## config.mk

```make
export PLATFORM = sky130hd
export DESIGN_NAME = pag_addr_gen
export DESIGN_NICKNAME = d
export VERILOG_FILES = /design/src/rtl/pag_pkg.sv /design/src/rtl/pag_flag_reg.sv /design/src/rtl/pag_page_sel.sv /design/src/rtl/pag_addr_gen.sv
export SDC_FILE = /design/constraint.sdc
export NUM_CORES = 1
export LEC_CHECK = 0
export ABC_AREA = 1
export BUFFER_PORTS_ARGS = -buffer_cell sky130_fd_sc_hd__buf_2
export CORE_MARGIN = 2
export CORE_UTILIZATION = 41
export DETAILED_ROUTE_END_ITERATION = 8
export GPL_TIMING_DRIVEN = 0
export PLACE_DENSITY = 0.74
export SLEW_MARGIN = 20
export SYNTH_ARGS = -nofsm -noshare
export SYNTH_HDL_FRONTEND = slang
export SYNTH_SLANG_ARGS = --single-unit
export TNS_END_PERCENT = 1
```

## constraint.sdc

```tcl
create_clock -name clk -period 2.6 [get_ports clk]
set_clock_uncertainty 0.05 [all_clocks]
set_input_delay 0.52 -clock clk [delete_from_list [all_inputs] [get_ports clk]]
set_output_delay 0.52 -clock clk [all_outputs]
set_load 0.005 [all_outputs]
```

## src/rtl/pag_pkg.sv

```systemverilog
package pag_pkg;

    localparam int FLAG_W = 8;

    // bit positions of the flag register
    localparam int F_MODE_HI = 7;
    localparam int F_MODE_LO = 6;
    localparam int F_RSV_HI  = 5;
    localparam int F_EXT     = 4;
    localparam int F_RSV_LO  = 3;
    localparam int F_CARRY   = 2;
    localparam int F_ZERO    = 1;
    localparam int F_GIE     = 0;

    // mask of bits that may hold a 1
    localparam logic [FLAG_W-1:0] KEEP_MASK = 8'b1101_0111;

    typedef enum logic [1:0] {
        FOP_NONE = 2'b00,
        FOP_AND  = 2'b01,
        FOP_OR   = 2'b10,
        FOP_XOR  = 2'b11
    } flag_op_e;

    typedef enum logic [1:0] {
        PM_ZERO   = 2'b00,
        PM_STACK  = 2'b01,
        PM_CURIDX = 2'b10,
        PM_CURSTK = 2'b11
    } page_mode_e;

    typedef struct packed {
        logic [FLAG_W-1:0] flags;
    } flag_state_t;

endpackage

```

## src/rtl/pag_flag_reg.sv

```systemverilog
module pag_flag_reg
    import pag_pkg::*;
(
    input  logic              clk,
    input  logic              rst_n,
    input  logic [1:0]        op_i,
    input  logic [FLAG_W-1:0] mask_i,
    input  logic              clear_i,
    output logic [FLAG_W-1:0] flags_o
);

    flag_state_t st_d, st_q;
    flag_op_e    op;
    logic [FLAG_W-1:0] result;

    always_comb begin
        op     = flag_op_e'(op_i);
        st_d   = st_q;
        result = st_q.flags;
        unique case (op)
            FOP_AND:  result = st_q.flags & mask_i;
            FOP_OR:   result = st_q.flags | mask_i;
            FOP_XOR:  result = st_q.flags ^ mask_i;
            default:  result = st_q.flags;
        endcase
        if (clear_i) begin
            st_d.flags = '0;
        end else begin
            st_d.flags = result & KEEP_MASK;
        end
    end

    always_ff @(posedge clk or negedge rst_n) begin
        if (!rst_n) begin
            st_q <= '0;
        end else begin
            st_q <= st_d;
        end
    end

    assign flags_o = st_q.flags;

endmodule

```

## src/rtl/pag_page_sel.sv

```systemverilog
module pag_page_sel
    import pag_pkg::*;
#(
    parameter int PAGE_W = 3
) (
    input  logic [1:0]        mode_i,
    input  logic              indexed_i,
    input  logic [PAGE_W-1:0] cur_i,
    input  logic [PAGE_W-1:0] idx_i,
    input  logic [PAGE_W-1:0] stk_i,
    output logic [PAGE_W-1:0] page_o
);

    page_mode_e        mode;
    logic [PAGE_W-1:0] dir_page;
    logic [PAGE_W-1:0] ind_page;

    always_comb begin
        mode     = page_mode_e'(mode_i);
        dir_page = '0;
        ind_page = '0;
        unique case (mode)
            PM_ZERO: begin
                dir_page = '0;
                ind_page = '0;
            end
            PM_STACK: begin
                dir_page = '0;
                ind_page = stk_i;
            end
            PM_CURIDX: begin
                dir_page = cur_i;
                ind_page = idx_i;
            end
            default: begin
                dir_page = cur_i;
                ind_page = stk_i;
            end
        endcase
        page_o = indexed_i ? ind_page : dir_page;
    end

endmodule

```

## src/rtl/pag_addr_gen.sv

```systemverilog
module pag_addr_gen
    import pag_pkg::*;
#(
    parameter int OFS_W  = 8,
    parameter int PAGE_W = 3,
    localparam int ADDR_W = PAGE_W + OFS_W
) (
    input  logic              clk,
    input  logic              rst_n,
    input  logic [1:0]        flag_op,
    input  logic [7:0]        flag_mask,
    input  logic              irq_entry,
    input  logic [OFS_W-1:0]  offset,
    input  logic              acc_indexed,
    input  logic [PAGE_W-1:0] cur_page,
    input  logic [PAGE_W-1:0] idx_page,
    input  logic [PAGE_W-1:0] stk_page,
    output logic [7:0]        flags,
    output logic [ADDR_W-1:0] ram_addr
);

    logic [FLAG_W-1:0] flags_q;
    logic [PAGE_W-1:0] page;

    pag_flag_reg u_flags (
        .clk     (clk),
        .rst_n   (rst_n),
        .op_i    (flag_op),
        .mask_i  (flag_mask),
        .clear_i (irq_entry),
        .flags_o (flags_q)
    );

    pag_page_sel #(.PAGE_W(PAGE_W)) u_sel (
        .mode_i    (flags_q[F_MODE_HI:F_MODE_LO]),
        .indexed_i (acc_indexed),
        .cur_i     (cur_page),
        .idx_i     (idx_page),
        .stk_i     (stk_page),
        .page_o    (page)
    );

    assign flags    = flags_q;
    assign ram_addr = {page, offset};

endmodule

```

* Word level (Yosys, flattened, before mapping) *
Index checks and enable logic that the tools add are counted.

operators by class
  reduce and logical (&&, ||, !) cells = 3
  eq/ne operators = 5
  bitwise logic cells = 3
  mux-type cells = 5

operators by type and width
  kind                  count
  $pmux W8 S3           1
  $and A8 B8 Y8         1
  $mux W8               1
  $or A8 B8 Y8          1
  $xor A8 B8 Y8         1
  $eq A2 B2 Y1 const B  3
  $mux W3               2
  $pmux W3 S2           1
  $eq A2 B1 Y1 const B  2
  $reduce_bool A4 Y1    1
  $logic_not A2 Y1      1
  $reduce_or A2 Y1      1

word-level totals
  logic and storage cells = 18
  bits of input ports = 31
  bits in registers = 8

* Depth between registers and ports, before layout *
  depth in word-level cells = 4
  gate-level depth with buffers = 8

* Hierarchy *
A second synthesis with hierarchy kept.

unflattened totals
  cells, all modules = 115
  area, all modules = 760.7 um^2

modules (own cells, without submodules)
  module        cells each  instances  area each (um^2)
  pag_flag_reg  87          1          618.1
  pag_page_sel  20          1          82.6
  pag_addr_gen  8           1          60.1

* Worst setup path after synthesis *
Ideal clock, no wire load.

  kind = input to register
  start = in flag_op[0]
  end = reg u_flags.st_q, in the netlist u_flags.flags_o[0]
  setup slack = 1.260 ns
  required time = 2.485 ns
  data arrival time = 1.225 ns
  path buffers = 0
  setup time = 0.065 ns
  cell stages on the path = 6
  cell sequence = inv_1 > ha_1 > nor2_2 > nor2_2 > nand2_1 > nand2_1

between the ends
  word-level cells in the longest chain between the ends = 3
  elaborated cells on any way between the ends = 6
  those cells by class = eq/ne: 3; mux: 2; reduce/logical: 1

RTL lines
  what                                          line                RTL
  start: declaration                            pag_addr_gen.sv:10  input logic [1:0] flag_op,
  $eq A2 B2 Y1 or $eq A2 B1 Y1 (tied branches)  pag_flag_reg.sv:20  unique case (op)
  $pmux W8 S3                                   pag_flag_reg.sv:20
  $mux W8                                       pag_flag_reg.sv:26  if (clear_i) begin
  end signal: assignment                        pag_flag_reg.sv:37  st_q <= st_d;
  end: declaration                              pag_flag_reg.sv:12  flag_state_t st_d, st_q;

Parallel ways exist; a longest one is shown, timed or not.
A chain may end at the register's enable or synchronous reset.

* Worst setup path after layout *
  start = reg u_flags.st_q, in the netlist u_flags.flags_o[6]
  end = out ram_addr[8]

between the ends
  word-level cells in the longest chain between the ends = 4
  elaborated cells on any way between the ends = 7
  those cells by class = eq/ne: 2; mux: 3; reduce/logical: 2

RTL lines
  what                                              line                RTL
  $eq A2 B1 Y1 or $logic_not A2 Y1 (tied branches)  pag_page_sel.sv:22  unique case (mode)
  $reduce_or A2 Y1 (no line)                        --
  $mux W3                                           pag_page_sel.sv:22
  $mux W3 *                                         pag_page_sel.sv:40  page_o = indexed_i ? ind_page : dir_page;
  end: declaration                                  pag_addr_gen.sv:19  output logic [ADDR_W-1:0] ram_addr

Mark *: on every way between the ends. The rest lies on a longest branch, timed or not.

==> flow_summary.ini <==
[timing]
clock.fmax_mhz = 568.4
hold_viol_final = 0
fin_tns_setup_ns = 0
fin_crit_ns = 1.759
drv_slew = 0
fin_crit_sh = 0.6767
setup_viol = 0
rsz0062_at_grt = no

[routing]
viasPerCell = 4.400
drtPass1Iterations = 4
drtIter0Drc = 24
vias = 836
wl_um = 1724
final_antenna_net_count = 0
routedWlPerCell_um = 9.074
drc = 0

[yosys]
synth_top_family_by_area = simple AND/OR/NAND/NOR gates
syn_inst = 122
synth_compound_area_frac = 0
ys_seq_elements = 6
synth_area_per_cell_um2 = 6.594
synth_xor_area_frac = 0
yosysSeqAreaShare = 0.1866
synth-adder-area-share = 0.2488
ys_types = 11
synthSimpleGateAreaFrac = 0.3390
synth_area_um2 = 804.5
ys_warn_count = 0
muxShareOfSynthArea = 0

[clock_tree]
clock_latency_ns = 0.24
htree_levels = 1
cts_buffers = 3
clk_pin_slew_ns = 0.05
root_buffer = clkbuf_4
ctsResizeCount = 0
clockBufferDepth = 2
holdBufCountCts = 0
cts_setup_buffers = 0
cts_tree = yes
clock-sinks = 6

[pwr]
p_seq_frac = 0.354
powerDensity_nw_per_um2 = 281.0
irDropWorstVdd_mv = 0.2274
switchingPower_uw = 91.24
pwr-share-comb = 0.363
clkPwrFrac = 0.283
internal-power_uw = 203.7
p_sw_frac = 0.3093
p_leak_uw = 0.0006955

[final_layout]
drive_gt1_frac = 0.3374
fin_cells = 190
post-route-util = 0.5520
syn_to_final_growth_pct = 30.48
finalInstanceArea_um2 = 1050
largest_reg_flops = 6
nets = 212
antenna_cells = 0
nFillCells = 198

[grt]
grtUsageMet1 = 0.1806
grt_pass1_vias = 653
grt_use_met2 = 0.3026
antenna_found_initial = 0
overflow = 0
grt_max_degree = 9
grt_pass1_wl_um = 2580
groute.usage.overall = 0.1616
grt_use_met3 = 0.04444
busiest_layer = met2

[job]
maxCapViolCount = 0

[setup_path]
cp_max_fo = 7
arrival_ns = 1.19
cp-start-kind = flip-flop
rr_startpoint = u_flags.flags_o[7]
cp-end-kind = primary output
path_class = reg -> out
crit_start = u_flags.flags_o[6]
crit_required_ns = 2.03

[floorplanning]
core_um2 = 1902
die-area_um2 = 2332
core.rowCount = 16
die_w_um = 48.30
fp.dieH_um = 48.30
initial_utilization = 0.4230
io_pins = 50

[min_path]
hold_path.class = in -> async

[place]
dp_hpwl_um = 1492
io_buffers = 37
placed_cells = 187
gp_congestion = 0.7249
postPlaceCellArea_um2 = 1027

[run_status]
status = finished clean
-- logic make-up after synthesis --
family / after synthesis
and+or+nand+nor: 64
buffers and inverters: 35
adders and majority gates: 16
DFF: 6
other: 1
-- metrics by stage --
| step | hold slack, ns | power, µW | setup slack (ns) |
|---|---|---|---|
| floorplan | 0.1744 | 168.7 | 1.260 |
| global placement | 0.3016 | 208.5 | 1.042 |
| detailed placement | 0.3018 | 214.3 | 0.9893 |
| CTS | 0.03815 | 300.9 | 0.8213 |
| global route | 0.03308 | 327.7 | 0.7218 |
| finish | 0.04056 | 295.0 | 0.8406 |
-- routing by layer --
metal  share of wire  vias to the layer above  wire, µm
met5               0                        -         0
met4               0                        0         0
met3           0.071                        0       123
met2            0.55                       25       955
met1            0.37                      376       645
li1                -                      435         -
-- layout by cell type (no fill, tap or decap), drive strengths merged --
master,count
buf,49
nand3,12
dfrtp,6
ha,16
clkbuf,3
nor2,2
inv,23
nand2,49
conb,2
nor3,1
-- path summary, 6_finish.rpt --
check / cells past startpoint / end / slack [ns]
min in group clk: 2 / u_flags.flags_o[2] / 0.48
max in group asynchronous: 1 / u_flags.flags_o[0] / 2.31
setup reg to reg: 7 / u_flags.flags_o[7] / 1.31
hold / removal: 1 / u_flags.flags_o[2] / 0.04
setup / recovery: 6 / ram_addr[8] / 0.84
hold reg to reg: 2 / u_flags.flags_o[2] / 0.48
-- cells in the mapped netlist --
library cell | number | area, µm²
buf_6 | 1 | 11.26
nor2_2 | 2 | 12.51
conb_1 | 1 | 3.750
nor3_4 | 1 | 16.27
nand2_1 | 49 | 183.9
dfrtp_1 | 6 | 150.1
buf_4 | 10 | 75.07
ha_1 | 16 | 200.2
nand3_1 | 12 | 60.06
inv_1 | 23 | 86.33
buf_2 | 1 | 5.000
-- cell type report --
| class | count | area, µm² | area share |
|---|---|---|---|
| multi-input cells | 82 | 480.5 | 0.4577 |
| inverters | 23 | 86.33 | 0.08224 |
| plain buffers | 12 | 91.34 | 0.08701 |
| flip-flops and latches | 6 | 150.1 | 0.1430 |
| well taps | 27 | 33.78 | 0.03218 |
| clock buffers | 3 | 22.52 | 0.02145 |
| repair buffers | 37 | 185.2 | 0.1764 |
-- critical path, stage by stage, from the launching register on --
cell	delay [ns]
dfrtp_1	0.43
inv_1	0.14
nand3_1	0.09
nand2_1	0.07
nand2_1	0.06
nand2_1	0.05
buf_2	0.10
-- power by group through the flow --
stage	Combinational (µW)	Sequential [µW]	Clock, µW
final	107	104	83.4
after global routing	125	105	96.8
after CTS	109	104	87.2
after detailed placement	109	106	0
after global placement	103	105	0
after floorplan	63.2	106	0
(Power assumes the default switching activity.)
